[src/rtl/scs_pkg.sv]
package scs_pkg;

  // Sequencer states
  typedef enum logic [2:0] {
    ST_OFF  = 3'd0,  // sensor unpowered or asleep
    ST_HOLD = 3'd1,  // power-up hold-off running
    ST_LRST = 3'd2,  // logic-reset pulse low
    ST_CAL  = 3'd3,  // calibration-start pulse low
    ST_WAIT = 3'd4,  // waiting for calibration-done
    ST_RDY  = 3'd5,  // calibrated, readout allowed
    ST_FAIL = 3'd6   // no answer inside window
  } scs_state_e;

  // Width of every request pulse sent to the sensor, fixed by its protocol
  localparam int unsigned PULSE_CYC = 2;

  // Depth of the reset release synchronizer
  localparam int unsigned RST_STAGES = 2;

endpackage

[src/rtl/scs_rst_sync.sv]
module scs_rst_sync #(
  parameter int unsigned STAGES = 2
) (
  input  logic clk_i,
  input  logic rst_ni,
  output logic rst_no
);

  logic [STAGES-1:0] sync_q;
  logic [STAGES-1:0] sync_d;

  // Shift ones in from the bottom once reset is released
  always_comb begin
    sync_d = {sync_q[STAGES-2:0], 1'b1};
  end

  always_ff @(posedge clk_i or negedge rst_ni) begin
    if (!rst_ni) begin
      sync_q <= '0;
    end else begin
      sync_q <= sync_d;
    end
  end

  assign rst_no = sync_q[STAGES-1];

endmodule

[src/rtl/scs_cyc_timer.sv]
module scs_cyc_timer #(
  parameter int unsigned LIMIT = 66
) (
  input  logic clk_i,
  input  logic rst_ni,
  input  logic clr_i,
  input  logic en_i,
  output logic hit_o
);

  localparam int unsigned CW = (LIMIT > 1) ? $clog2(LIMIT) : 1;
  localparam logic [CW-1:0] LAST = CW'(LIMIT - 1);

  logic [CW-1:0] cnt_q;
  logic [CW-1:0] cnt_d;
  logic          cnt_en;

  // Clear has priority; the count stops at LAST
  always_comb begin
    cnt_d  = cnt_q;
    cnt_en = clr_i | en_i;
    if (clr_i) begin
      cnt_d = '0;
    end else if (en_i && (cnt_q != LAST)) begin
      cnt_d = cnt_q + 1'b1;
    end
  end

  always_ff @(posedge clk_i or negedge rst_ni) begin
    if (!rst_ni) begin
      cnt_q <= '0;
    end else if (cnt_en) begin
      cnt_q <= cnt_d;
    end
  end

  assign hit_o = en_i && (cnt_q == LAST);

  AST_CNT_BOUND: assert property (@(posedge clk_i) disable iff (!rst_ni)
    cnt_q <= LAST);

endmodule

[src/rtl/scs_req_queue.sv]
module scs_req_queue (
  input  logic clk_i,
  input  logic rst_ni,
  input  logic flush_i,
  input  logic drop_i,
  input  logic req_i,
  output logic pend_o
);

  logic pend_q;
  logic pend_d;

  // A request is held until it is served, absorbed or flushed
  always_comb begin
    if (flush_i || drop_i) begin
      pend_d = 1'b0;
    end else begin
      pend_d = pend_q | req_i;
    end
  end

  always_ff @(posedge clk_i or negedge rst_ni) begin
    if (!rst_ni) begin
      pend_q <= 1'b0;
    end else begin
      pend_q <= pend_d;
    end
  end

  assign pend_o = pend_q;

  AST_PEND_FROM_REQ: assert property (@(posedge clk_i) disable iff (!rst_ni)
    $rose(pend_q) |-> $past(req_i));

  AST_FLUSH_EMPTIES: assert property (@(posedge clk_i) disable iff (!rst_ni)
    flush_i |=> !pend_q);

endmodule

[src/rtl/snsr_cal_seq.sv]
module snsr_cal_seq
  import scs_pkg::*;
#(
  parameter int unsigned CLK_MHZ     = 66,
  parameter int unsigned HOLDOFF_US  = 1,
  parameter int unsigned DONE_LIMIT  = 112,
  parameter int unsigned DONE_MARGIN = 8
) (
  input  logic clk_i,
  input  logic rst_ni,
  input  logic pwr_ok_i,
  input  logic recal_req_i,
  input  logic rd_busy_i,
  input  logic cal_done_ni,
  output logic lrst_no,
  output logic calstrt_no,
  output logic ready_o,
  output logic timeout_o
);

  localparam int unsigned HOLD_CYC = CLK_MHZ * HOLDOFF_US;
  localparam int unsigned WD_CYC   = DONE_LIMIT + DONE_MARGIN;

  logic       rst_n_s;
  scs_state_e state_q;
  scs_state_e state_d;
  logic       hold_hit;
  logic       pw_hit;
  logic       wd_hit;
  logic       in_hold;
  logic       in_pulse;
  logic       in_flight;
  logic       pend;
  logic       take;
  logic       enter_lrst;
  logic       lrst_q;
  logic       calstrt_q;
  logic       rdy_q;
  logic       tmo_q;

  scs_rst_sync #(
    .STAGES (RST_STAGES)
  ) u_rst_sync (
    .clk_i  (clk_i),
    .rst_ni (rst_ni),
    .rst_no (rst_n_s)
  );

  assign in_hold   = (state_q == ST_HOLD);
  assign in_pulse  = (state_q == ST_LRST) || (state_q == ST_CAL);
  assign in_flight = in_pulse || (state_q == ST_WAIT);

  // Power-up hold-off
  scs_cyc_timer #(
    .LIMIT (HOLD_CYC)
  ) u_hold_tmr (
    .clk_i  (clk_i),
    .rst_ni (rst_n_s),
    .clr_i  (!in_hold),
    .en_i   (in_hold),
    .hit_o  (hold_hit)
  );

  // Request pulse width
  scs_cyc_timer #(
    .LIMIT (PULSE_CYC)
  ) u_pulse_tmr (
    .clk_i  (clk_i),
    .rst_ni (rst_n_s),
    .clr_i  (!in_pulse),
    .en_i   (in_pulse),
    .hit_o  (pw_hit)
  );

  // Response window, counted from the first low cycle of a request
  scs_cyc_timer #(
    .LIMIT (WD_CYC)
  ) u_wd_tmr (
    .clk_i  (clk_i),
    .rst_ni (rst_n_s),
    .clr_i  (!in_flight),
    .en_i   (in_flight),
    .hit_o  (wd_hit)
  );

  assign take = pwr_ok_i && !rd_busy_i && (pend || recal_req_i) &&
                ((state_q == ST_RDY) || (state_q == ST_FAIL));

  assign enter_lrst = (state_d == ST_LRST) && (state_q != ST_LRST);

  scs_req_queue u_req_queue (
    .clk_i   (clk_i),
    .rst_ni  (rst_n_s),
    .flush_i (!pwr_ok_i),
    .drop_i  (enter_lrst || take),
    .req_i   (recal_req_i),
    .pend_o  (pend)
  );

  // Next-state logic
  always_comb begin
    state_d = state_q;
    if (!pwr_ok_i) begin
      state_d = ST_OFF;
    end else begin
      unique case (state_q)
        ST_OFF:  state_d = ST_HOLD;
        ST_HOLD: if (hold_hit) state_d = ST_LRST;
        ST_LRST: if (pw_hit)   state_d = ST_WAIT;
        ST_CAL:  if (pw_hit)   state_d = ST_WAIT;
        ST_WAIT: begin
          if (!cal_done_ni) begin
            state_d = ST_RDY;
          end else if (wd_hit) begin
            state_d = ST_FAIL;
          end
        end
        ST_RDY, ST_FAIL: if (take) state_d = ST_CAL;
        default: state_d = ST_OFF;
      endcase
    end
  end

  // State and registered outputs decoded from the next state
  always_ff @(posedge clk_i or negedge rst_n_s) begin
    if (!rst_n_s) begin
      state_q   <= ST_OFF;
      lrst_q    <= 1'b1;
      calstrt_q <= 1'b1;
      rdy_q     <= 1'b0;
      tmo_q     <= 1'b0;
    end else begin
      state_q   <= state_d;
      lrst_q    <= (state_d != ST_LRST);
      calstrt_q <= (state_d != ST_CAL);
      rdy_q     <= (state_d == ST_RDY);
      tmo_q     <= (state_d == ST_FAIL);
    end
  end

  assign lrst_no    = lrst_q;
  assign calstrt_no = calstrt_q;
  assign ready_o    = rdy_q;
  assign timeout_o  = tmo_q;

  AST_PULSES_EXCLUSIVE: assert property (@(posedge clk_i) disable iff (!rst_n_s)
    lrst_q || calstrt_q);

  AST_LRST_MIN_WIDTH: assert property (@(posedge clk_i) disable iff (!rst_n_s)
    $fell(lrst_q) |=> !lrst_q);

  AST_LRST_MAX_WIDTH: assert property (@(posedge clk_i) disable iff (!rst_n_s)
    (!lrst_q && $past(!lrst_q)) |=> lrst_q);

  AST_CAL_MIN_WIDTH: assert property (@(posedge clk_i) disable iff (!rst_n_s)
    $fell(calstrt_q) |=> !calstrt_q);

  AST_CAL_MAX_WIDTH: assert property (@(posedge clk_i) disable iff (!rst_n_s)
    (!calstrt_q && $past(!calstrt_q)) |=> calstrt_q);

  AST_READY_NEEDS_DONE: assert property (@(posedge clk_i) disable iff (!rst_n_s)
    $rose(rdy_q) |-> $past(!cal_done_ni));

  AST_READY_TIMEOUT_APART: assert property (@(posedge clk_i) disable iff (!rst_n_s)
    !(rdy_q && tmo_q));

  AST_BUSY_BLOCKS_CAL: assert property (@(posedge clk_i) disable iff (!rst_n_s)
    (rd_busy_i && calstrt_q) |=> calstrt_q);

  AST_OFF_QUIET: assert property (@(posedge clk_i) disable iff (!rst_n_s)
    !pwr_ok_i |=> (lrst_q && calstrt_q && !rdy_q && !tmo_q));

endmodule

[config.mk]
export PLATFORM = sky130hd
export DESIGN_NAME = snsr_cal_seq
export DESIGN_NICKNAME = d
export VERILOG_FILES = /design/src/rtl/scs_pkg.sv /design/src/rtl/scs_rst_sync.sv /design/src/rtl/scs_cyc_timer.sv /design/src/rtl/scs_req_queue.sv /design/src/rtl/snsr_cal_seq.sv
export SDC_FILE = /design/constraint.sdc
export NUM_CORES = 1
export LEC_CHECK = 0
export BUFFER_PORTS_ARGS = -buffer_cell sky130_fd_sc_hd__buf_2
export CORE_UTILIZATION = 25
export CTS_BUF_LIST = sky130_fd_sc_hd__clkbuf_16
export CTS_CLUSTER_DIAMETER = 50
export DETAILED_ROUTE_END_ITERATION = 8
export SYNTH_ARGS = -nofsm -noshare
export SYNTH_HDL_FRONTEND = slang
export SYNTH_HIERARCHICAL = 1
export SYNTH_SLANG_ARGS = --single-unit
[constraint.sdc]
create_clock -name clk_i -period 1 [get_ports clk_i]
set_input_delay 0.2 -clock clk_i [delete_from_list [all_inputs] [get_ports clk_i]]
set_output_delay 0.2 -clock clk_i [all_outputs]
set_load 0.01 [all_outputs]
==> flow_metrics.tcl <==
set metrics [dict create \
    startpoint_type "flop" \
    pwr_density_cell_mw_per_mm2 936 \
    layout_setup_ws_ns -0.773 \
    ys_seq_area_share_pct 44.8 \
    gp_congestion 0.767 \
    ir_drop_mv 0.554 \
    synth_area_leader_cell "dfrtp_1" \
    dp_cells 261 \
    synth_top_area_share_pct 41.0 \
    grt_setup_unrepaired "yes" \
    fillers 488 \
    fp.coreArea_mm2 0.00527 \
    clk_latency_ns 0.26 \
    drv_cap 0 \
    cts_buffers 3 \
    critical_path_class "reg -> reg" \
    vias 1333 \
    finalNonFillerCells 281 \
    crit_fanout 5 \
    insertedDiodeCount 0 \
    syn_inst 147 \
    grt_overflow 0 \
    clock-sinks 25 \
    area_growth_pct 64.1 \
    die_h_um 76.9 \
    setup_viol 25 \
    yosys_warnings 6 \
    cts_tree "done" \
    layout_common_cells "buf_4, dfrtp_1, buf_6, nor2_1, nand2_1" \
    outcome "complete, but fails checks" \
    grt_pass1_vias 1367 \
    mappedNetlistArea_mm2 0.00140 \
    die_width_um 76.9 \
    ys.flop_type "dfrtp_1" \
    arrival_ns 1.97 \
    critPathMaxStageDelay_ns 0.56 \
    antenna_found_initial 0 \
    grt_max_degree 19 \
    wl_per_cell_um 12.3 \
    drive_above_1_share_pct 53.1 \
    ys_ff_latch 25 \
    drc_errors 0 \
    port-buffer-count 9 \
    cp_slowest_cell "or4_4" \
    synth-edff-count 0 \
    cp-end-kind "flop" \
    cp_cell_sequence "or4_4 > nor3_4 > nand2b_1 > o221ai_1 > o21a_2 > and3b_1" \
    period_minus_slack_ns 1.77 \
    fp-row-count 26 \
    syn_avg_cell_area_um2 9.54 \
    finalSetupTns_ns -12.76 \
    fin_nets 221 \
    stdcell_area_mm2 0.00230 \
    final_common_cell "buf_4" \
    dr.pass1.iters 4 \
    drtIter0Drc 31 \
    utilization_pct 43.7 \
    dpl.hpwl_um 2370 \
    finalCritPeriodShare_pct 177 \
    cts-root-buf "clkbuf_16" \
    ant_nets 0 \
    worst-endpoint-required_ns 1.20 \
    cellLeakagePower_nw 1.00 \
    track_usage_pct 12.4 \
    violations "negative setup slack" \
    async_reset_ff_share_pct 100 \
    grt_pass1_wl_um 5980 \
    avgViaCountPerCell 4.74 \
    finalPower_w 0.00215 \
    slew_violations 0 \
    yosys-top-cells-area "dfrtp_1, dfstp_2, nor2_1" \
    synth_nets 156 \
    clkSlewWorstSetupHoldPaths_ns 0.06 \
    io_pins 10 \
    worst_clock_skew_ns 0.00201 \
    hp-class "reg -> async" \
    r2r_slack_ns -0.77 \
    clockBufferDepth 2 \
    fmax_mhz 564 \
    initial_core_util_pct 26.6 \
    dieArea_mm2 0.00591 \
    htree_levels 1 \
    yosysUniqueCellTypes 49 \
    wirelength_um 3450 \
    hold_viol 0 \
    placed_area_mm2 0.00187 \
]
## kinds of logic (layout without fill, tap and decap cells)
| family | count (synthesis) | count (layout) | synth area share [%] |
|---|---|---|---|
| buf+inv | 14 | 78 | 4.28 |
| xor+xnor | 3 | 3 | 1.87 |
| fa+ha+maj | 3 | 3 | 2.68 |
| flops | 25 | 25 | 44.8 |
| simple gates | 66 | 66 | 26.8 |
| other cells | 1 | 1 | 0.267 |
| compound gates | 35 | 35 | 19.4 |
## final cells by class
type | instances | area [µm²] | share of cell area (%)
timing repair buffer | 66 | 561 | 24.3
multi-input combinational | 108 | 903 | 39.2
clock inverter | 1 | 5.00 | 0.217
inverter | 8 | 40.0 | 1.74
tap | 70 | 87.6 | 3.80
clock buffer | 3 | 75.1 | 3.26
sequential | 25 | 631 | 27.4
## worst max-delay path: cells and delay by family (launching register included)
| family | cells | cell delay [ns] |
|---|---|---|
| DFF | 1 | 0.37 |
| and+or+nand+nor | 4 | 0.95 |
| AOI/OAI and AO/OA | 2 | 0.39 |
## stage by stage
step | setup slack (ns) | hold WS (ns)
final | -0.773 | 0.122
after global routing | -0.836 | 0.145
after CTS | -0.771 | 0.124
after detailed placement | -0.777 | -0.0129
after global placement | -0.733 | -0.0138
after floorplan | -0.774 | -0.0956
## flip-flops by register name, summed over array words and instances (netlist names)
| register | flops |
|---|---|
| ready_o | 1 |
| u_hold_tmr/cnt_q | 7 |
| timeout_o | 1 |
| calstrt_no | 1 |
| state_q | 3 |
| lrst_no | 1 |
| u_pulse_tmr/cnt_q | 1 |
| u_req_queue/pend_o | 1 |
| u_rst_sync/sync_q | 2 |
| u_wd_tmr/cnt_q | 7 |
## cell usage after synthesis, types with 2 or more instances
cell and number:
nand2_1 10, nand3_1 7, clkbuf_1 2, nor2_1 12, o21ai_1 2, nand4_1 5
dfstp_2 2, inv_1 6, nor3b_1 3, nand2b_1 6, or3_1 4, nor3_1 3
a31oi_1 4, a21oi_1 8, and3b_1 2, o21ai_0 6, buf_2 3, inv_2 2
ha_1 3, o311ai_0 2, xor2_1 3, nor2b_1 2, nand4b_1 2, dfrtp_1 23
## per-layer routing
metal / share of wire (%) / track usage [%] / up-vias
li1: - / - / 660
met1: 47 / 15.7 / 640
met2: 48 / 20.8 / 25
met3: 3.1 / 2.02 / 8
met4: 1.8 / 5.38 / 0
met5: 0 / 0 / -
## power breakdown
group	leakage [nW]	internal (W)	switching, W
clock network	0.0409	0.000539	0.000352
registers	0.329	0.00103	0.0000142
logic	0.631	0.000115	0.000106
total	1.00	0.00168	0.000472
## what timing repair did
item / CTS / global route
gates resized for setup: 27 / 23
hold buffers: 1 / 0
hold endpoints to repair: 2 / 0
pin swaps: 13 / 10
buffers inserted: 10 / 5
endpoints found under the setup margin: 25 / 25
## worst paths after layout
check / startpoint / cells after the start / endpoint
hold / removal: u_rst_sync/sync_q[1]$_DFF_PN0_ / 0 / u_pulse_tmr/cnt_q$_DFFE_PN0P_
min in group clk_i: recal_req_i / 3 / u_req_queue/pend_o$_DFF_PN0_
setup reg to reg: u_hold_tmr/cnt_q[4]$_DFFE_PN0P_ / 6 / timeout_o$_DFF_PN0_
max in group asynchronous: u_rst_sync/sync_q[1]$_DFF_PN0_ / 1 / lrst_no$_DFF_PN1_
setup / recovery: u_hold_tmr/cnt_q[4]$_DFFE_PN0P_ / 6 / timeout_o$_DFF_PN0_
hold reg to reg: u_rst_sync/sync_q[1]$_DFF_PN0_ / 0 / u_pulse_tmr/cnt_q$_DFFE_PN0P_
Note: power is estimated with default switching activity, not from simulation.
